`config.mk`:
```
export PLATFORM = sky130hd
export DESIGN_NAME = branch_cond_unit
export DESIGN_NICKNAME = d
export VERILOG_FILES = /design/src/rtl/branch_unit_pkg.sv /design/src/rtl/br_decode.sv /design/src/rtl/br_cond.sv /design/src/rtl/br_target.sv /design/src/rtl/br_ret_reg.sv /design/src/rtl/branch_cond_unit.sv
export SDC_FILE = /design/constraint.sdc
export NUM_CORES = 1
export LEC_CHECK = 0
export ABC_AREA = 1
export CORE_UTILIZATION = 31
export DETAILED_ROUTE_END_ITERATION = 16
export DONT_BUFFER_PORTS = 1
export GPL_TIMING_DRIVEN = 0
export SLEW_MARGIN = 25
export SYNTH_ARGS = -nofsm -noshare
export SYNTH_HDL_FRONTEND = slang
export SYNTH_SLANG_ARGS = --single-unit
```
`constraint.sdc`:
```
create_clock -name clk -period 1.7 [get_ports clk]
set_clock_uncertainty 0.1 [all_clocks]
set_input_delay 0.17 -clock clk [delete_from_list [all_inputs] [get_ports clk]]
set_output_delay 0.17 -clock clk [all_outputs]
set_load 0.02 [all_outputs]
```
`src/rtl/branch_unit_pkg.sv`:
```
package branch_unit_pkg;
   localparam int unsigned CMD_W     = 32;
   localparam int unsigned PHASE_W   = 3;
   localparam int unsigned KIND_LSB  = 27;
   localparam int unsigned PHASE_LSB = 24;
   localparam int unsigned BIT_REL   = 23;
   localparam int unsigned BIT_CARRY = 21;
   localparam int unsigned BIT_IFLY  = 20;
   localparam int unsigned BIT_WANT  = 19;
   localparam int unsigned BIT_PTEST = 17;

   typedef enum logic [4:0] {
      KIND_JUMP = 5'b10000,
      KIND_CALL = 5'b10001,
      KIND_RET  = 5'b10010
   } br_kind_e;

   typedef struct packed {
      logic               is_jump;
      logic               is_call;
      logic               is_ret;
      logic               use_rel;
      logic               want;
      logic               ptest_en;
      logic               unsup;
      logic [PHASE_W-1:0] exp_phase;
   } br_dec_t;
endpackage

```
`src/rtl/br_decode.sv`:
```
module br_decode
   import branch_unit_pkg::*;
(
   input  logic [CMD_W-1:0] cmd,
   output br_dec_t          dec
);
   logic [4:0] kind;
   logic       unused_cmd_bits;

   assign kind            = cmd[KIND_LSB +: 5];
   assign unused_cmd_bits = ^{cmd[22], cmd[18], cmd[16:0]};

   always_comb begin
      dec           = '0;
      dec.is_jump   = (kind == KIND_JUMP);
      dec.is_call   = (kind == KIND_CALL);
      dec.is_ret    = (kind == KIND_RET);
      dec.use_rel   = cmd[BIT_REL];
      dec.want      = cmd[BIT_WANT];
      dec.ptest_en  = cmd[BIT_PTEST];
      dec.unsup     = cmd[BIT_CARRY] | cmd[BIT_IFLY];
      dec.exp_phase = cmd[PHASE_LSB +: PHASE_W];
   end
endmodule

```
`src/rtl/br_cond.sv`:
```
module br_cond
   import branch_unit_pkg::*;
(
   input  br_dec_t              dec,
   input  logic [PHASE_W-1:0]   phase,
   output logic                 pass
);
   logic phase_res;
   logic data_res;

   always_comb begin
      phase_res = dec.ptest_en ? (dec.exp_phase == phase) : dec.want;
      data_res  = dec.want;
      pass      = (phase_res == dec.want) && (data_res == dec.want);
   end
endmodule

```
`src/rtl/br_target.sv`:
```
module br_target #(
   parameter int unsigned ADDR_W = 32,
   parameter int unsigned OFFS_W = 24,
   parameter bit          REL_EN = 1'b1
) (
   input  logic [ADDR_W-1:0] operand,
   input  logic [ADDR_W-1:0] ptr,
   input  logic              use_rel,
   output logic [ADDR_W-1:0] target
);
   localparam int unsigned EXT_W = ADDR_W - OFFS_W;

   if (ADDR_W < OFFS_W) begin : g_bad_width
      $error("br_target: ADDR_W must be at least OFFS_W");
   end

   if (!REL_EN) begin : g_abs_only
      logic unused_rel;
      assign unused_rel = use_rel ^ (^ptr);
      assign target     = operand;
   end else begin : g_rel
      logic [ADDR_W-1:0] disp;
      if (EXT_W == 0) begin : g_noext
         assign disp = operand;
      end else begin : g_ext
         assign disp = {{EXT_W{operand[OFFS_W-1]}}, operand[OFFS_W-1:0]};
      end
      assign target = use_rel ? (ptr + disp) : operand;
   end
endmodule

```
`src/rtl/br_ret_reg.sv`:
```
module br_ret_reg #(
   parameter int unsigned ADDR_W = 32
) (
   input  logic              clk,
   input  logic              rst_n,
   input  logic              we,
   input  logic [ADDR_W-1:0] d,
   output logic [ADDR_W-1:0] q
);
   always_ff @(posedge clk or negedge rst_n) begin
      if (!rst_n)  q <= '0;
      else if (we) q <= d;
   end

   a_r6_capture: assert property (@(posedge clk) disable iff (!rst_n)
      we |=> (q == $past(d)));
   a_r10_hold: assert property (@(posedge clk) disable iff (!rst_n)
      !we |=> $stable(q));
endmodule

```
`src/rtl/branch_cond_unit.sv`:
```
module branch_cond_unit
   import branch_unit_pkg::*;
#(
   parameter int unsigned ADDR_W = 32,
   parameter int unsigned OFFS_W = 24,
   parameter bit          REL_EN = 1'b1
) (
   input  logic                 clk,
   input  logic                 rst_n,
   input  logic                 exec_valid,
   input  logic [CMD_W-1:0]     cmd_word,
   input  logic [ADDR_W-1:0]    operand,
   input  logic [PHASE_W-1:0]   bus_phase,
   input  logic [ADDR_W-1:0]    ptr_in,
   output logic                 taken,
   output logic [ADDR_W-1:0]    next_ptr,
   output logic                 temp_we,
   output logic [ADDR_W-1:0]    ret_addr,
   output logic                 cond_err
);
   br_dec_t           dec;
   logic              cond_pass;
   logic              is_branch;
   logic [ADDR_W-1:0] tgt;

   br_decode u_dec (.cmd(cmd_word), .dec(dec));

   br_cond u_cond (.dec(dec), .phase(bus_phase), .pass(cond_pass));

   br_target #(.ADDR_W(ADDR_W), .OFFS_W(OFFS_W), .REL_EN(REL_EN)) u_tgt (
      .operand(operand), .ptr(ptr_in), .use_rel(dec.use_rel), .target(tgt));

   br_ret_reg #(.ADDR_W(ADDR_W)) u_ret (
      .clk(clk), .rst_n(rst_n), .we(temp_we), .d(ptr_in), .q(ret_addr));

   always_comb begin
      is_branch = dec.is_jump | dec.is_call | dec.is_ret;
      cond_err  = is_branch & dec.unsup;
      taken     = is_branch & ~dec.unsup & cond_pass;
      temp_we   = exec_valid & taken & dec.is_call;
      if (!taken)          next_ptr = ptr_in;
      else if (dec.is_ret) next_ptr = ret_addr;
      else                 next_ptr = tgt;
   end

   a_r8_err_blocks: assert property (@(posedge clk) disable iff (!rst_n)
      cond_err |-> (!taken && !temp_we));
   a_r5_skip_operand: assert property (@(posedge clk) disable iff (!rst_n)
      !taken |-> (next_ptr == ptr_in && !temp_we));
   a_r7_ret_restores: assert property (@(posedge clk) disable iff (!rst_n)
      (taken && cmd_word[31:27] == KIND_RET) |-> (next_ptr == ret_addr && !temp_we));
   a_r1_other_idle: assert property (@(posedge clk) disable iff (!rst_n)
      (cmd_word[31:28] != 4'b1000 && cmd_word[31:27] != KIND_RET)
         |-> (!taken && !cond_err));
endmodule

```
======== Word level (Yosys, flattened, before mapping) ========
Cells that the tools add are included.
storage, ports and cells
  register bits ........................... 32
  input port bits ......................... 102
  logic and storage cells ................. 20
cells by class
  add/subtract/negate cells ............... 1
  equal/unequal tests ..................... 5
  muxes and demuxes ....................... 4
  bitwise operators ....................... 9
operators with widths
  kind                                  number
  2-to-1 mux 32 bit                     3
  adder 32 bit                          1
  == test 5 bit, second input constant  3
  bitwise AND 1 bit                     5
  == test 3 bit                         1
  bitwise OR 1 bit                      3
  == test 1 bit                         1
  2-to-1 mux 1 bit                      1
  inverter 1 bit                        1

======== Logic depth before layout (Yosys ltp) ========
Gate-level depths: netlist of the first run.
  depth in word-level cells ............... 7
  gate-level depth with buffers ........... 13

======== Modules after synthesis ========
From an unflattened synthesis of the first run, not the netlist that was laid out.
second synthesis, totals
  cell total of the unflattened synthesis .. 959
  area total of the unflattened synthesis .. 5178.7 um2
modules (own cells, without submodules)
  module            instances  cells each  area each (um2)
  br_target         1          571         2687.6
  br_ret_reg        1          136         1292.5
  branch_cond_unit  1          219         1037.2
  br_decode         1          17          91.3
  br_cond           1          16          70.1

======== Worst setup path after synthesis of the first run ========
Ideal clock, no wire load.
  path kind ............................... in2out
  start ................................... input operand[0]
  end ..................................... output next_ptr[28]
  arrival time ............................ 1.843 ns
  setup slack ............................. -0.413 ns
  cell stages on the path ................. 11
  buffers on the path ..................... 0
  cells stage by stage .................... ha_1 > fa_1 > nand3_1 > nand3_1 > nand3_1 > nand3_1 > nand2_1 > nand3_1 > nand3_1 > nand2_1 > a21oi_1
between the ends
  longest elaborated chain between the ends .. 4
RTL lines
  element             RTL line                source
  start: declaration  branch_cond_unit.sv:12  input logic [ADDR_W-1:0] operand,
  adder 32 bit        br_target.sv:28         assign target = use_rel ? (ptr + disp) : operand;
  2-to-1 mux 32 bit   br_target.sv:28
  2-to-1 mux 32 bit   branch_cond_unit.sv:42  else if (dec.is_ret) next_ptr = ret_addr;
  2-to-1 mux 32 bit   branch_cond_unit.sv:41  if (!taken) next_ptr = ptr_in;
  end: declaration    branch_cond_unit.sv:16  output logic [ADDR_W-1:0] next_ptr,
Every way passes these cells.

======== Worst setup path after layout of the first run ========
  start ................................... input ptr_in[0]
  end ..................................... output next_ptr[16]
between the ends
  longest elaborated chain between the ends .. 4
RTL lines
  element             RTL line                source
  start: declaration  branch_cond_unit.sv:14  input logic [ADDR_W-1:0] ptr_in,
  adder 32 bit        br_target.sv:28
  2-to-1 mux 32 bit   br_target.sv:28
  2-to-1 mux 32 bit   branch_cond_unit.sv:42
  2-to-1 mux 32 bit   branch_cond_unit.sv:41
Every way passes these cells.

==> results of run 1 <==
==> cell usage after synthesis, drive strengths merged <==
library cell / count
ha: 31
xnor2: 6
a21o: 1
and3: 1
nand3b: 1
inv: 144
clkbuf: 8
nand2: 330
buf: 16
clkinv: 1
nor2: 76
fa: 1
o211ai: 5
a21oi: 69
a22oi: 4
dfrtp: 32
xor2: 12
nand4: 4
nor3: 4
and2: 1
o21bai: 16
o21ai: 46
nand3: 44
==> layer usage <==
metal	GRT usage (%)	vias to the layer above	wire, um
li1	-	2767	-
met1	30.29	2590	8238
met4	9.426	0	663
met5	0	-	0
met2	37.76	189	8628
met3	4.338	40	1284
==> through the flow <==
step | hold slack, ps | util, % | std cells
finish | 233.1 | 46.87 | 1095
global route | 247.2 | 46.87 | 1095
global placement | -224.2 | 37.07 | 1037
floorplan | -225.6 | - | 853
detailed placement | -224.0 | 37.07 | 1037
CTS | 240.8 | 43.77 | 1084
==> layout make-up <==
class | count | area share (%)
Sequential cell | 32 | 11.71
Inverter | 145 | 8.143
Tap cell | 184 | 3.367
Buffer | 24 | 2.489
Clock buffer | 7 | 2.232
Multi-Input combinational cell | 652 | 64.63
Timing Repair Buffer | 51 | 7.429
==> cells by family after synthesis <==
family	Yosys count	share of synthesized area (%)
buffers and inverters	169	14.59
adders and majority gates	32	8.778
and+or+nand+nor	461	39.42
DFF	32	17.23
AOI/OAI and AO/OA	141	16.59
xor gates and xnor gates	18	3.393
==> where the power goes <==
group          switching (uW)  internal, uW
combinational            1050           694
clock                     322           614
sequential               22.7           772
total                    1390          2080
==> final timing paths <==
check | slack (ps) | depth (start not counted) | start | to
min in group clk | 260 | 4 | cmd_word[27] | u_ret.q[6]
hold / removal | 230 | 2 | rst_n | u_ret.q[0]
hold reg to reg | 550 | 2 | u_ret.q[16] | u_ret.q[16]
setup reg to reg | 830 | 2 | u_ret.q[0] | u_ret.q[0]
setup / recovery | -250 | 11 | ptr_in[0] | next_ptr[16]
max in group asynchronous | 1080 | 2 | rst_n | u_ret.q[29]
==> timing repair <==
item                                    in CTS  in global routing
pin swaps                                   46                 44
setup buffers                                6                 10
resized for setup                          113                 94
hold buffers                                34                  0
endpoints found under the hold margin       64                  0
gates cloned                                 0                  1
endpoints found under the setup margin      32                 32
==> impl_table.tex, run 1 <==
\begin{tabular}{lr}
\hline
Metric & Value \\
\hline
\multicolumn{2}{l}{\textbf{Setup path}} \\
\quad Critical path startpoint category & primary input \\
\quad Buffers plus inverters on the worst setup path & 0 \\
\quad Crit end category & output port \\
\quad Crit Path Class & primary input to output port \\
\quad Crit path top cell by count & nand2\_2 \\
\quad Crit-path cells & ha\_4 -> fa\_2 -> nand3\_2 -> nand3\_4 -> nand2\_2 -> nand2\_4 -> nand2\_2 -> nand2\_2 -> nor2\_1 -> o21bai\_1 -> a21oi\_2 \\
\quad CP arrival & 1680 ps \\
\quad Required @ worst endpoint & 1430 ps \\
\quad Worst Path Max Fanout & 4 \\
\quad Top delay family on crit path & simple AND/OR/NAND/NOR gates \\
\quad Largest incremental delay on the critical path & 370 ps \\
\quad Crit path max-delay cell type & fa\_2 \\
\multicolumn{2}{l}{\textbf{Clocking}} \\
\quad Clock transition at the registers of the reported paths & 50 ps \\
\quad Clock tree from TritonCTS & yes \\
\quad Clock Path Buffers & 2 \\
\quad Sinks on the clock net & 32 \\
\quad Total CTS buffers & 5 \\
\quad Clock latency on the worst-skew pair & 280 ps \\
\quad CTS H-Tree Depth & 2 \\
\quad Clock Root Buffer & clkbuf\_16 \\
\multicolumn{2}{l}{\textbf{Timing}} \\
\quad Normalized max-slew margin & 56.80\% \\
\quad Final setup slack of the worst path & -253.5 ps \\
\quad Final period demand of the worst path & 1954 ps \\
\quad Count of final max-slew check failures & 0 \\
\quad Transition at the pin with the smallest max-transition slack & 648.0 ps \\
\quad Post-route clock period utilization & 114.9\% \\
\quad Setup violation total in the final timing report & 28 \\
\quad RSZ-0062 raised after global routing & yes \\
\quad Fmax & 511.9 MHz \\
\quad Endpoints failing hold & 0 \\
\quad Setup TNS & -4793 ps \\
\multicolumn{2}{l}{\textbf{Final layout}} \\
\quad Filler cells & 1446 \\
\quad Inserted Diodes & 0 \\
\quad Fraction of final layout cells sized beyond drive strength 1 & 29.09\% \\
\quad Multi-input logic area & 4419 um\^{}2 \\
\quad Reg area & 800.8 um\^{}2 \\
\quad Count of nets after finishing & 1045 \\
\quad Max FFs per register & 32 \\
\quad Largest regs & u\_ret.q: 32 flops \\
\quad Most common library cell in the layout ignoring fill and taps & nand2\_1 \\
\quad Cell area after layout & 6838 um\^{}2 \\
\quad Layout overhead on the synthesized area & 47.15\% \\
\quad Register bank with the most flops & u\_ret.q \\
\quad Most used cells in the layout excluding fill and tap cells & nand2\_1, inv\_1, nand2\_2 \\
\multicolumn{2}{l}{\textbf{GRT}} \\
\quad Largest net degree at the start of global routing & 33 \\
\quad Aggregate global routing overflow & 0 \\
\quad Via count of the first global-routing pass & 5265 \\
\quad Wire length of the first global-routing pass & 28.40 mm \\
\quad Overall Global Routing Usage & 23.30\% \\
\quad Initial antenna violation count & 0 \\
\multicolumn{2}{l}{\textbf{Yosys}} \\
\quad Synthesized area per cell & 5.448 um\^{}2 \\
\quad Mapped Nets & 987 \\
\quad Largest area contributor in the netlist & nand2\_1 \\
\quad Post-synthesis register bit count & 32 \\
\quad Cell types occupying the most area after synthesis & nand2\_1, dfrtp\_1, inv\_1 \\
\quad Post-Synthesis Cells & 853 \\
\quad Ys Warns & 0 \\
\quad Sequential share of the synthesized area & 17.23\% \\
\quad Post-Synthesis Cell Area & 4647 um\^{}2 \\
\quad Post-synth cell types & 32 \\
\quad Proportion of netlist area held by the largest area contributor & 26.41\% \\
\multicolumn{2}{l}{\textbf{Detailed routing}} \\
\quad Via count of the routed design & 5586 \\
\quad Vias per inst & 5.101 \\
\quad Detailed-routing iteration count for the pre-antenna-repair pass & 5 \\
\quad Final antenna-violating net count & 0 \\
\quad Count of routing violations after the opening detailed-route iteration & 351 \\
\quad Drt total wl & 18.82 mm \\
\quad Count of unresolved DRC violations after routing & 0 \\
\quad WL per Instance & 17.18 um \\
\multicolumn{2}{l}{\textbf{Die}} \\
\quad Starting utilization of the core area & 31.85\% \\
\quad Area of the die & 15480 um\^{}2 \\
\quad \# IOs & 169 \\
\quad Die Width & 124.4 um \\
\quad Die outline height & 124.4 um \\
\quad Core Area & 14590 um\^{}2 \\
\quad Core Rows & 44 \\
\multicolumn{2}{l}{\textbf{Power and ir drop}} \\
\quad Worst vdd rail ir drop & 0.3441 mV \\
\quad Pwr dens & 508.2 nW/um\^{}2 \\
\quad Pleak & 0.003456 uW \\
\quad Total Power & 3475 uW \\
\multicolumn{2}{l}{\textbf{Placement}} \\
\quad Placer Congestion & 0.9271 \\
\quad Half-perimeter wire length of the detailed placement result & 14.76 mm \\
\quad Port Buffer Count & 0 \\
\quad Cell area reported after detailed placement & 5408 um\^{}2 \\
\quad Worst setup timing slack at the placement stage & -413.2 ps \\
\multicolumn{2}{l}{\textbf{Run status}} \\
\quad Run status & complete, but fails checks \\
\quad Violated checks & setup timing \\
\multicolumn{2}{l}{\textbf{Min path}} \\
\quad Path category of the worst min-delay check & primary input to asynchronous set/reset pin \\
\multicolumn{2}{l}{\textbf{Job}} \\
\quad Max-Cap Viols & 0 \\
\hline
\end{tabular}
Power figures use the tool's default switching activity.
==> run 2, diff against run 1 <==
--- a/config.mk
+++ b/config.mk
@@ -10,6 +10,7 @@
 export DETAILED_ROUTE_END_ITERATION = 16
 export DONT_BUFFER_PORTS = 1
 export GPL_TIMING_DRIVEN = 0
+export REMOVE_ABC_BUFFERS = 1
 export SLEW_MARGIN = 25
 export SYNTH_ARGS = -nofsm -noshare
 export SYNTH_HDL_FRONTEND = slang
==> run 2 against run 1 <==
The flow still finishes with violations (setup timing). Setup slack got worse by 5.3 ps. Die area did not move. Sequential power barely moved. Register-to-register slack barely moved. Critical path depth did not move. First-iteration DRC count fell by 14%. Hold slack got worse by 11 ps. Largest cell class unchanged.
==> impl_table.tex, run 2 (synthesis gave the netlist of run 1 again) <==
\begin{tabular}{lr}
\hline
Metric & Value \\
\hline
\multicolumn{2}{l}{\textbf{Clocking}} \\
\quad CTS H-Tree Depth & 2 (unchanged) \\
\quad Sinks on the clock net & 32 (unchanged) \\
\quad Clock Path Buffers & 2 (unchanged) \\
\quad Clock transition at the registers of the reported paths & 50 ps (about the same) \\
\quad Clock latency on the worst-skew pair & 300 ps (+20 ps) \\
\quad Total CTS buffers & 5 (unchanged) \\
\quad Clock Root Buffer & clkbuf\_16 \\
\quad Clock tree from TritonCTS & yes \\
\multicolumn{2}{l}{\textbf{Placement}} \\
\quad Worst setup timing slack at the placement stage & -1537 ps (-1123 ps) \\
\quad Port Buffer Count & 0 (unchanged) \\
\quad Cell area reported after detailed placement & 4750 um\^{}2 (-12\%) \\
\quad Half-perimeter wire length of the detailed placement result & 11.52 mm (-22\%) \\
\quad Placer Congestion & 0.9497 (+2.4\%) \\
\multicolumn{2}{l}{\textbf{Setup path}} \\
\quad Critical R2R Capture & u\_ret.q[30] \\
\quad Critical path startpoint category & primary input \\
\quad Required @ worst endpoint & 1430 ps (about the same) \\
\quad CP arrival & 1690 ps (about the same) \\
\quad Setup slack, reg-to-reg & 830 ps (about the same) \\
\quad Crit path max-delay cell type & fa\_2 \\
\quad Crit Path Class & primary input to output port \\
\quad Worst r2r src & u\_ret.q[30] \\
\quad Crit path top cell by count & nand3\_2 \\
\quad Crit end category & output port \\
\quad Worst-case reg-to-reg path depth & 2 (unchanged) \\
\quad Crit-path cells & ha\_4 -> fa\_2 -> nand3\_2 -> nand3\_4 -> nand3\_2 -> nand3\_4 -> nand3\_2 -> nand3\_2 -> nand3\_2 -> nand2\_2 -> a21oi\_4 \\
\quad Worst Path Max Fanout & 4 (unchanged) \\
\quad Largest incremental delay on the critical path & 390 ps (+20 ps) \\
\multicolumn{2}{l}{\textbf{Power and ir drop}} \\
\quad Worst vdd rail ir drop & 0.3552 mV (+3.2\%) \\
\quad Pwr dens & 489.2 nW/um\^{}2 (-3.7\%) \\
\quad Pleak & 0.003635 uW (+5.2\%) \\
\multicolumn{2}{l}{\textbf{Timing}} \\
\quad Setup violation total in the final timing report & 30 (+7.1\%) \\
\quad Count of final max-slew check failures & 0 (unchanged) \\
\quad Endpoints failing hold & 0 (unchanged) \\
\quad Post-route clock period utilization & 115.2\% (+0.31 points) \\
\quad Normalized max-slew margin & 62.08\% (+5.3 points) \\
\quad Final setup slack of the worst path & -258.8 ps (-5.308 ps) \\
\quad Transition at the pin with the smallest max-transition slack & 568.7 ps (-79.25 ps) \\
\quad Fmax & 510.5 MHz (-0.27\%) \\
\quad Final period demand of the worst path & 1959 ps (+5.308 ps) \\
\quad RSZ-0062 raised after global routing & yes \\
\multicolumn{2}{l}{\textbf{Final layout}} \\
\quad Register bank with the most flops & u\_ret.q \\
\quad Most common library cell in the layout ignoring fill and taps & nand2\_1 \\
\quad Fraction of final layout cells sized beyond drive strength 1 & 33.19\% (+4.1 points) \\
\quad Count of nets after finishing & 1052 (+0.67\%) \\
\quad Largest regs & u\_ret.q: 32 flops \\
\quad Inserted Diodes & 0 (unchanged) \\
\quad Layout overhead on the synthesized area & 56.70\% \\
\quad Cell area after layout & 7282 um\^{}2 (+6.5\%) \\
\quad Most used cells in the layout excluding fill and tap cells & nand2\_1, inv\_1, nand2\_2 \\
\quad Filler cells & 1390 (-3.9\%) \\
\quad Max FFs per register & 32 (unchanged) \\
\multicolumn{2}{l}{\textbf{Detailed routing}} \\
\quad Drt total wl & 20.49 mm (+8.9\%) \\
\quad Final antenna-violating net count & 0 (unchanged) \\
\quad Count of unresolved DRC violations after routing & 0 (unchanged) \\
\quad WL per Instance & 18.58 um (+8.1\%) \\
\quad Via count of the routed design & 5713 (+2.3\%) \\
\quad Detailed-routing iteration count for the pre-antenna-repair pass & 5 (unchanged) \\
\quad Count of routing violations after the opening detailed-route iteration & 303 (-14\%) \\
\quad Vias per inst & 5.180 (+1.5\%) \\
\multicolumn{2}{l}{\textbf{Die}} \\
\quad Die outline height & 124.4 um (unchanged) \\
\quad Core Area & 14590 um\^{}2 (unchanged) \\
\quad Core Rows & 44 (unchanged) \\
\quad Die Width & 124.4 um (unchanged) \\
\quad Area of the die & 15480 um\^{}2 (unchanged) \\
\quad \# IOs & 169 (unchanged) \\
\quad Starting utilization of the core area & 31.85\% (unchanged) \\
\multicolumn{2}{l}{\textbf{Run status}} \\
\quad Run status & complete, but fails checks \\
\quad Violated checks & setup timing \\
\multicolumn{2}{l}{\textbf{GRT}} \\
\quad Wire length of the first global-routing pass & 29.38 mm (+3.5\%) \\
\quad Via count of the first global-routing pass & 5518 (+4.8\%) \\
\quad Initial antenna violation count & 0 (unchanged) \\
\quad Aggregate global routing overflow & 0 (unchanged) \\
\quad Overall Global Routing Usage & 24.36\% (+1.1 points) \\
\quad Largest net degree at the start of global routing & 50 (+52\%) \\
\multicolumn{2}{l}{\textbf{Job}} \\
\quad Max-Cap Viols & 0 (unchanged) \\
\multicolumn{2}{l}{\textbf{Min path}} \\
\quad Path category of the worst min-delay check & primary input to asynchronous set/reset pin \\
\hline
\end{tabular}
[run 2: cell count changes in the layout (fill, tap and decap cells not counted), sizes merged]
cell	delta
clkbuf	-9
buf	+8
clkinv	+5
inv	+1
nand2	+3
[run 2: worst max path at each step]
stage            startpoint      endpoint  cells after the start
2_1_floorplan  bus_phase[1]   u_ret.q[11]                     10
3_3_place_gp   bus_phase[1]   u_ret.q[27]                     10
3_5_place_dp   bus_phase[1]   u_ret.q[27]                     10
4_1_cts          operand[0]  next_ptr[12]                      9
5_1_grt          operand[0]  next_ptr[20]                     11
6_report         operand[0]  next_ptr[20]                     11
[run 2: critical path: cells and delay by family]
kind | cells | cell delay, ps
compound gates | 1 | 200
fa+ha+maj | 2 | 550
simple gates | 8 | 740
[run 2: report_power, final]
part	leakage [uW]	internal [uW]	switching (uW)
Combinational	0.00312	738	1050
Clock	0.0000712	586	395
Sequential	0.000446	771	21.3
Total	0.00364	2100	1470
[run 2: timing repair]
item,4_1_cts,5_1_grt
setup endpoints to repair,66,65
cloned,6,4
pin swaps,77,53
hold endpoints to repair,64,0
hold buffers,34,0
setup buffers,28,11
resized for setup,270,86
[run 2: metrics by stage]
step | std cells | power, uW | hold slack (ps) | util [%] | TNS (ps)
6_report | 1103 | 3562 | 222.4 | 49.91 | -5037
3_5_place_dp | 1013 | 1876 | -224.6 | 32.56 | -71060
3_3_place_gp | 1013 | 1870 | -224.5 | 32.54 | -82050
5_1_grt | 1103 | 3762 | 249.2 | 49.91 | -7483
2_1_floorplan | 829 | 1657 | -225.6 | - | -22090
4_1_cts | 1089 | 3416 | 225.1 | 46.66 | -4799
[run 2: cell type report]
cell class | count | area, um^2 | share of cell area [%]
multi-input cells | 655 | 4621 | 63.45
repair buffers | 73 | 769.5 | 10.57
well taps | 184 | 230.2 | 3.162
repair inverters | 6 | 91.34 | 1.254
inverters | 145 | 623.1 | 8.557
clock buffers | 8 | 146.4 | 2.010
flip-flops and latches | 32 | 800.8 | 11.00
[run 2: routing by layer]
metal / vias to the layer above / wire length, um / GRT usage, % / part of all wire (%)
li1: 2802 / - / - / -
met2: 187 / 9899 / 41.83 / 48
met3: 21 / 1074 / 5.284 / 5.2
met5: - / 0 / 0 / 0
met4: 0 / 463 / 7.371 / 2.3
met1: 2703 / 9053 / 30.19 / 44
